$ cat config.mk
export PLATFORM = sky130hd
export DESIGN_NAME = prbs_sel_top
export DESIGN_NICKNAME = d
export VERILOG_FILES = /design/src/rtl/prbs_pkg.sv /design/src/rtl/prbs_ctrl.sv /design/src/rtl/prbs_datapath.sv /design/src/rtl/prbs_sel_top.sv
export SDC_FILE = /design/constraint.sdc
export NUM_CORES = 1
export LEC_CHECK = 0
export ABC_CLOCK_PERIOD_IN_PS = 1800
export BUFFER_PORTS_ARGS = -buffer_cell sky130_fd_sc_hd__clkbuf_2
export CAP_MARGIN = 20
export CORE_MARGIN = 4
export CORE_UTILIZATION = 36
export CTS_BUF_LIST = sky130_fd_sc_hd__clkbuf_16
export DETAILED_ROUTE_END_ITERATION = 10
export PLACE_DENSITY = 0.54
export REMOVE_ABC_BUFFERS = 1
export SLEW_MARGIN = 25
export SYNTH_ARGS = -nofsm -noshare
export SYNTH_HDL_FRONTEND = slang
export SYNTH_SLANG_ARGS = --single-unit
$ cat constraint.sdc
create_clock -name clk -period 1.8 [get_ports clk]
set_clock_uncertainty 0.15 [all_clocks]
set_input_delay 0.09 -clock clk [delete_from_list [all_inputs] [get_ports clk]]
set_output_delay 0.09 -clock clk [all_outputs]
set_load 0.01 [all_outputs]
$ cat src/rtl/prbs_pkg.sv
package prbs_pkg;

  localparam int REG_W   = 32;
  localparam int NUM_LEN = 5;
  localparam int SEL_W   = 3;

  typedef enum logic [SEL_W-1:0] {
    LEN3  = 3'd0,
    LEN4  = 3'd1,
    LEN8  = 3'd2,
    LEN16 = 3'd3,
    LEN32 = 3'd4
  } lenCode_e;

  typedef struct packed {
    logic     loadSeed;
    logic     shiftEn;
    lenCode_e activeLen;
  } ctrlStrobes_t;

  function automatic int lenBits(input lenCode_e c);
    case (c)
      LEN3:    return 3;
      LEN4:    return 4;
      LEN8:    return 8;
      LEN16:   return 16;
      default: return 32;
    endcase
  endfunction

  // bit p (1-based) of the tap list maps to index p-1
  function automatic logic [REG_W-1:0] tapMask(input lenCode_e c);
    logic [REG_W-1:0] m;
    m = '0;
    case (c)
      LEN3:  begin m[2] = 1'b1; m[1] = 1'b1; end
      LEN4:  begin m[3] = 1'b1; m[2] = 1'b1; end
      LEN8:  begin m[7] = 1'b1; m[5] = 1'b1; m[4] = 1'b1; m[3] = 1'b1; end
      LEN16: begin m[15] = 1'b1; m[14] = 1'b1; m[12] = 1'b1; m[3] = 1'b1; end
      default: begin m[31] = 1'b1; m[21] = 1'b1; m[1] = 1'b1; m[0] = 1'b1; end
    endcase
    return m;
  endfunction

  function automatic logic [REG_W-1:0] windowMask(input lenCode_e c);
    logic [REG_W-1:0] m;
    m = '0;
    for (int i = 0; i < REG_W; i++) begin
      if (i < lenBits(c)) m[i] = 1'b1;
    end
    return m;
  endfunction

  function automatic lenCode_e resolveLen(input logic [SEL_W-1:0] sel);
    if (sel <= 3'd4) return lenCode_e'(sel);
    return LEN32;
  endfunction

endpackage

$ cat src/rtl/prbs_ctrl.sv
module prbs_ctrl
  import prbs_pkg::*;
(
  input  logic               clk,
  input  logic               rst,
  input  logic [SEL_W-1:0]   lenSel,
  input  logic               enable,
  input  logic               reseed,
  output ctrlStrobes_t       strobes,
  output logic               badLenFlag
);

  localparam logic [SEL_W-1:0] MAX_GOOD = SEL_W'(NUM_LEN - 1);

  lenCode_e activeLen;
  logic     selBad;

  assign selBad = (lenSel > MAX_GOOD);

  always_ff @(posedge clk or posedge rst) begin
    if (rst) begin
      activeLen  <= LEN32;
      badLenFlag <= 1'b0;
    end else if (reseed) begin
      activeLen <= resolveLen(lenSel);
      if (selBad) badLenFlag <= 1'b1;
    end
  end

  always_comb begin
    strobes.loadSeed  = reseed;
    strobes.shiftEn   = enable && !reseed;
    strobes.activeLen = activeLen;
  end

  assert_len_hold_R5: assert property (@(posedge clk) disable iff (rst)
    !reseed |=> $stable(activeLen));

  assert_len_take_R5: assert property (@(posedge clk) disable iff (rst)
    (reseed && !selBad) |=> (activeLen == lenCode_e'($past(lenSel))));

  assert_bad_code_R7: assert property (@(posedge clk) disable iff (rst)
    (reseed && selBad) |=> (badLenFlag && activeLen == LEN32));

  assert_flag_sticky_R7: assert property (@(posedge clk) disable iff (rst)
    badLenFlag |=> badLenFlag);

  assert_priority_R10: assert property (@(posedge clk) disable iff (rst)
    reseed |-> !strobes.shiftEn);

endmodule

$ cat src/rtl/prbs_datapath.sv
module prbs_datapath
  import prbs_pkg::*;
(
  input  logic         clk,
  input  logic         rst,
  input  ctrlStrobes_t strobes,
  output logic         serialOut
);

  localparam logic [REG_W-1:0] SEED = REG_W'(1);

  logic [REG_W-1:0]   lfsrState;
  logic [REG_W-1:0]   winMask;
  logic [REG_W-1:0]   shifted;
  logic [NUM_LEN-1:0] fbCand;
  logic [NUM_LEN-1:0] topCand;
  logic               feedback;
  logic               lockup;

  for (genvar g = 0; g < NUM_LEN; g++) begin : gLen
    localparam lenCode_e CODE = lenCode_e'(g);
    localparam int       NB   = lenBits(CODE);
    assign fbCand[g]  = ^(lfsrState & tapMask(CODE));
    assign topCand[g] = lfsrState[NB-1];
  end

  always_comb begin
    winMask  = windowMask(strobes.activeLen);
    feedback = fbCand[strobes.activeLen];
    lockup   = ((lfsrState & winMask) == '0);
    shifted  = {lfsrState[REG_W-2:0], feedback} & winMask;
  end

  always_ff @(posedge clk or posedge rst) begin
    if (rst) begin
      lfsrState <= SEED;
    end else if (strobes.loadSeed) begin
      lfsrState <= SEED;
    end else if (strobes.shiftEn && !lockup) begin
      lfsrState <= shifted;
    end
  end

  assign serialOut = topCand[strobes.activeLen];

  assert_seed_R4: assert property (@(posedge clk) disable iff (rst)
    strobes.loadSeed |=> (lfsrState == SEED));

  assert_hold_R6: assert property (@(posedge clk) disable iff (rst)
    (!strobes.loadSeed && !strobes.shiftEn) |=> $stable(lfsrState));

  assert_shift_in_R2: assert property (@(posedge clk) disable iff (rst)
    (strobes.shiftEn && !lockup) |=>
      (lfsrState[0] == ^($past(lfsrState) & tapMask($past(strobes.activeLen)))));

  assert_upper_zero_R9: assert property (@(posedge clk) disable iff (rst)
    (lfsrState & ~windowMask(strobes.activeLen)) == '0);

  assert_nonzero_R9: assert property (@(posedge clk) disable iff (rst)
    lfsrState != '0);

endmodule

$ cat src/rtl/prbs_sel_top.sv
module prbs_sel_top
  import prbs_pkg::*;
(
  input  logic             clk,
  input  logic             rst,
  input  logic [SEL_W-1:0] lenSel,
  input  logic             enable,
  input  logic             reseed,
  output logic             serialOut,
  output logic             badLenFlag
);

  ctrlStrobes_t strobes;

  prbs_ctrl uCtrl (
    .clk        (clk),
    .rst        (rst),
    .lenSel     (lenSel),
    .enable     (enable),
    .reseed     (reseed),
    .strobes    (strobes),
    .badLenFlag (badLenFlag)
  );

  prbs_datapath uPath (
    .clk       (clk),
    .rst       (rst),
    .strobes   (strobes),
    .serialOut (serialOut)
  );

endmodule

Word level (Yosys, flattened, before mapping)
Cells that the tools add are included.
Operators by class
  reductions and logical operators: 13
  equal/unequal tests: 3
  muxes and demuxes: 43
  magnitude comparators: 35
  bitwise logic cells: 2
  shift-type cells: 0
  add/sub/neg operators: 0
  divide/modulo/power cells: 0
  multiply operators: 0
Operators by type and width (number)
  XOR reduction 32 bit: 5
  < comparator 5 x 6 -> 1 bit (first input constant): 16
  AND 32 bit: 2
  two-way mux 32 bit: 2
  < comparator 4 x 6 -> 1 bit (first input constant): 8
  two-way mux 1 bit: 36
  logical NOT 32 bit: 1
  < comparator 3 x 6 -> 1 bit (first input constant): 4
  case mux 6 bit (4 select lines): 1
  < comparator 1 x 6 -> 1 bit (first input constant): 2
  < comparator 2 x 6 -> 1 bit (first input constant): 2
  binary-select mux 1 bit (select 3 bit): 2
  == test 3 x 2 -> 1 bit (second input constant): 2
  two-way mux 3 bit: 2
  < comparator 3 x 4 -> 1 bit (second input constant): 1
  == test 3 x 1 -> 1 bit (second input constant): 1
  greater-than comparator 3 bit (second input constant): 1
  less-or-equal comparator 3 bit (second input constant): 1
  logical NOT 3 bit: 1
  logical AND 1 bit: 2
  logical NOT 1 bit: 2
  AND reduction 2 bit: 1
  nonzero test 2 bit: 1
Word-level totals
  word-level logic and storage cells: 99
  output and inout port bits: 2
  latch bits: 0
  memories: 0
  RAM bits: 0
  memory bits (read-only): 0
  register bits after elaboration: 36
  bits of input ports: 7

Longest topological paths before layout
  depth after elaboration: 10
  mapped depth: 8
  depth with buffers taken out: 7

By module
Synthesis repeated with hierarchy kept, for this count alone.
Unflattened totals
  cell total of the unflattened synthesis: 212
  area total of the unflattened synthesis: 1990.7 um^2
Modules (own cells, without submodules)
  prbs_datapath: area an instance 1818.0 um^2, cells each 194, instances 1
  prbs_ctrl: area an instance 172.7 um^2, cells each 18, instances 1

Least setup slack after synthesis
No wires, ideal clock.
  kind: register to register
  start: reg uPath.lfsrState[15]
  end: reg uPath.lfsrState[27]
  arrival time: 1.654 ns
  cell stages (with the launch flop): 7
  slack: -0.140 ns
  path through: dfrtp_1 -> or4_1 -> o21ai_2 -> a41oi_2 -> buf_6 -> nand3_1 -> a21oi_1
Between the ends
  longest elaborated chain between the ends: 5
RTL lines
  start, declared: line prbs_datapath.sv:12  | logic [REG_W-1:0] lfsrState;
  start signal, assigned: line prbs_datapath.sv:40  | lfsrState <= shifted;
  AND 32 bit: line prbs_datapath.sv:30  | lockup = ((lfsrState & winMask) == '0);
  logical NOT 32 bit: line prbs_datapath.sv:30
  logical NOT 1 bit: line prbs_datapath.sv:39  | end else if (strobes.shiftEn && !lockup) begin
  logical AND 1 bit: line prbs_datapath.sv:39
  nonzero test 2 bit (no line)
No other way between the ends.
A chain may end at the register's enable or synchronous reset.

Worst setup path in the final report
  start: reg uPath.lfsrState[26]
  end: reg uPath.lfsrState[21]
Same word-level chain as after synthesis.

==> metrics.yaml <==
synth.area.top_cells: "dfrtp_1 45%, nand3_1 15%, a21oi_1 9.5%"
violations: "setup timing"
ys_types: 37
grt_usage_pct: 16.2
cpMaxStageDelayCell: "dfrtp_1"
max_freq_mhz: 518
rsz0062_at_grt: "yes"
initial_core_util_pct: 37.2
synth_seq_area_share_pct: 47.6
max_slew_margin_pct: 57.5
hp-class: "in -> reg"
root_buffer: "clkbuf_16"
critPathKind: "reg -> reg"
die_w_um: 80.6
finalMaxSlewViolations: 0
power.internal_mw: 1.46
fp-row-count: 26
cts_made_buffers: 5
cellLeakagePower_nw: 1.15
period_minus_slack_ns: 1.93
p_clk_share_pct: 41.9
final_util_pct: 51.8
switching_share_pct: 25.7
routedWlPerCell_um: 15.3
drt_wl_total_um: 4980
grt_pass1_wl_um: 8090
first_global_vias: 1693
via_per_inst: 5.37
stdcell_count: 325
synth_common_cells: "58 x nand3_1, 36 x a21oi_1, 34 x dfrtp_1, 8 x inv_1, 7 x clkbuf_1"
clk-insertion-delay-late_ns: 0.28
die_h_um: 80.6
syn_area_mm2: 0.00190
synth_seq_cells: 36
cts_tree: "done"
io_pins: 9
worstPathArrival_ns: 1.98
yosysTopAreaCellShare_pct: 44.8
finish.net_count: 262
hold_viol_final: 0
post-place-cells: 309
path_cells: "nor4_1 -> and4_2 -> a21bo_4 -> buf_12 -> nand3_1 -> a21oi_2"
yosysTopAreaCell: "dfrtp_1"
startpoint_type: "flip-flop"
outcome: "finished, violations left"
worstPathRequired_ns: 1.85
setup_viol: 32
drtPass1Iterations: 4
endpoint_kind: "flip-flop"
yosysMostFrequentCell: "nand3_1"
vias: 1745
ir_drop_mv: 0.522
syn_area_per_cell_um2: 9.21
yosys_warnings: 0
power_frac_seq_pct: 42.7
cts_sinks: 36
async_flop_share_pct: 100
synth_ff_type: "dfrtp_1"
powerDensity_mw_per_mm2: 743
p_sw_uw: 506
synth_edf_count: 0
layout_setup_ws_ns: -0.130
cts_buffer_depth: 2
io_buffer_count: 8
hpwlAfterDp_um: 3030
drc: 0
antenna_found_initial: 0
drtIter0Drc: 137
design.core.area_mm2: 0.00511
ant_nets: 0
clk_pin_slew_ns: 0.05
synthCells: 206
gp_congestion: 0.759
grt_max_degree: 37
p_comb_share_pct: 15.4
area_growth_pct: 39.4
dieArea_mm2: 0.00650
antenna_cells: 0
h-tree-depth: 2
critPathMaxFanout: 11
drv_cap: 0
gr-total-overflow: 0
fin_crit_sh_pct: 107
slowest_delay_ns: 0.38
drive_gt1_share_pct: 34.9
tightest_slew_ns: 0.638
path summary, 6_finish.rpt:
check	slack, ns	cells past startpoint	endpoint	startpoint
max	-0.13	6	uPath.lfsrState[21]$_DFFE_PP0P_	uPath.lfsrState[26]$_DFFE_PP0P_
min	0.02	3	uPath.lfsrState[5]$_DFFE_PP0P_	enable
max reg2reg	-0.13	6	uPath.lfsrState[21]$_DFFE_PP0P_	uPath.lfsrState[26]$_DFFE_PP0P_
min reg2reg	0.32	1	uCtrl.badLenFlag$_DFFE_PP0P_	uCtrl.badLenFlag$_DFFE_PP0P_
max in group asynchronous	0.84	4	uPath.lfsrState[0]$_DFFE_PP1P_	rst
min in group asynchronous	0.30	4	uPath.lfsrState[28]$_DFFE_PP0P_	rst
metal layers:
layer | part of all wire [%] | up-vias | routed length [um] | global-route usage [%]
met5 | 0 | - | 0 | 0
met4 | 1.5 | 0 | 76 | 4.56
met3 | 2.3 | 7 | 112 | 3.03
met2 | 48 | 33 | 2380 | 25.4
met1 | 48 | 863 | 2400 | 22.7
li1 | - | 842 | - | -
kinds of logic after synthesis:
kind of cell,synth area share (%)
fa+ha+maj,0.659
simple gates,22.0
compound gates,17.1
xor+xnor,4.22
buf+inv,6.86
mux,1.58
flops,47.6
registers in the layout, summed over array words and instances, names as in the netlist:
register and flops:
uCtrl.activeLen 3, uCtrl.badLenFlag 1, uPath.lfsrState 32
worst max-delay path: cells and delay by family (launching register included):
kind | cells | cell delay, ns
flops | 1 | 0.38
buf+inv | 1 | 0.15
compound gates | 2 | 0.35
simple gates | 3 | 0.82
cell type report:
| cell class | instances | area (um^2) |
|---|---|---|
| clock buffer | 5 | 125 |
| clock inverter | 3 | 15.0 |
| fill | 472 | 2460 |
| inverter | 8 | 30.0 |
| multi-input combinational | 145 | 975 |
| sequential | 36 | 903 |
| tap | 70 | 87.6 |
| timing repair buffer | 58 | 510 |
per-stage QoR:
stage / hold slack [ns] / TNS, ns / cell area (um^2) / worst slack (ns) / power, mW
4_1_cts: 0.0275 / -2.88 / 2540 / -0.126 / 1.97
3_5_place_dp: 0.0559 / -3.76 / 2290 / -0.162 / 1.13
6_report: 0.0248 / -3.29 / 2650 / -0.130 / 1.97
3_3_place_gp: 0.0600 / -2.11 / 2290 / -0.113 / 1.13
2_1_floorplan: 0.00314 / -5.32 / 1800 / -0.180 / 0.984
5_1_grt: 0.0547 / -4.95 / 2650 / -0.179 / 2.05
power groups by stage:
stage / Clock, mW / Sequential, mW / Combinational (mW)
6_report: 0.824 / 0.839 / 0.302
5_1_grt: 0.879 / 0.841 / 0.331
4_1_cts: 0.842 / 0.839 / 0.291
3_5_place_dp: 0 / 0.853 / 0.276
3_3_place_gp: 0 / 0.852 / 0.277
2_1_floorplan: 0 / 0.862 / 0.122
timing repair:
item	in CTS	in global routing
gates cloned	0	1
hold buffers	5	0
endpoints found under the hold margin	38	0
resized for setup	13	19
buffers inserted	1	1
pin swaps	5	4
endpoints found under the setup margin	33	33
cell usage in the layout (no fill, tap or decap), types with 2 or more instances in the layout:
master         Yosys  final
nor2_1             4      3
mux2i_1            3      3
o21ai_0            4      3
a21oi_1           36     25
a21oi_2            0     11
or4_4              0      2
nand3_2            0      4
clkbuf_2           0      7
dfstp_2            2      2
buf_4              0     37
xor2_1             3      3
inv_1              8      9
dfrtp_1           34     34
xnor3_1            2      2
clkbuf_16          0      6
buf_6              4      2
dlygate4sd3_1      0      5
nand3_1           58     54
o22ai_1            3      3
buf_12             0      4
nand2_1            6      5
nor4_1             3      2
No activity file was read; power rests on OpenSTA's default activity.
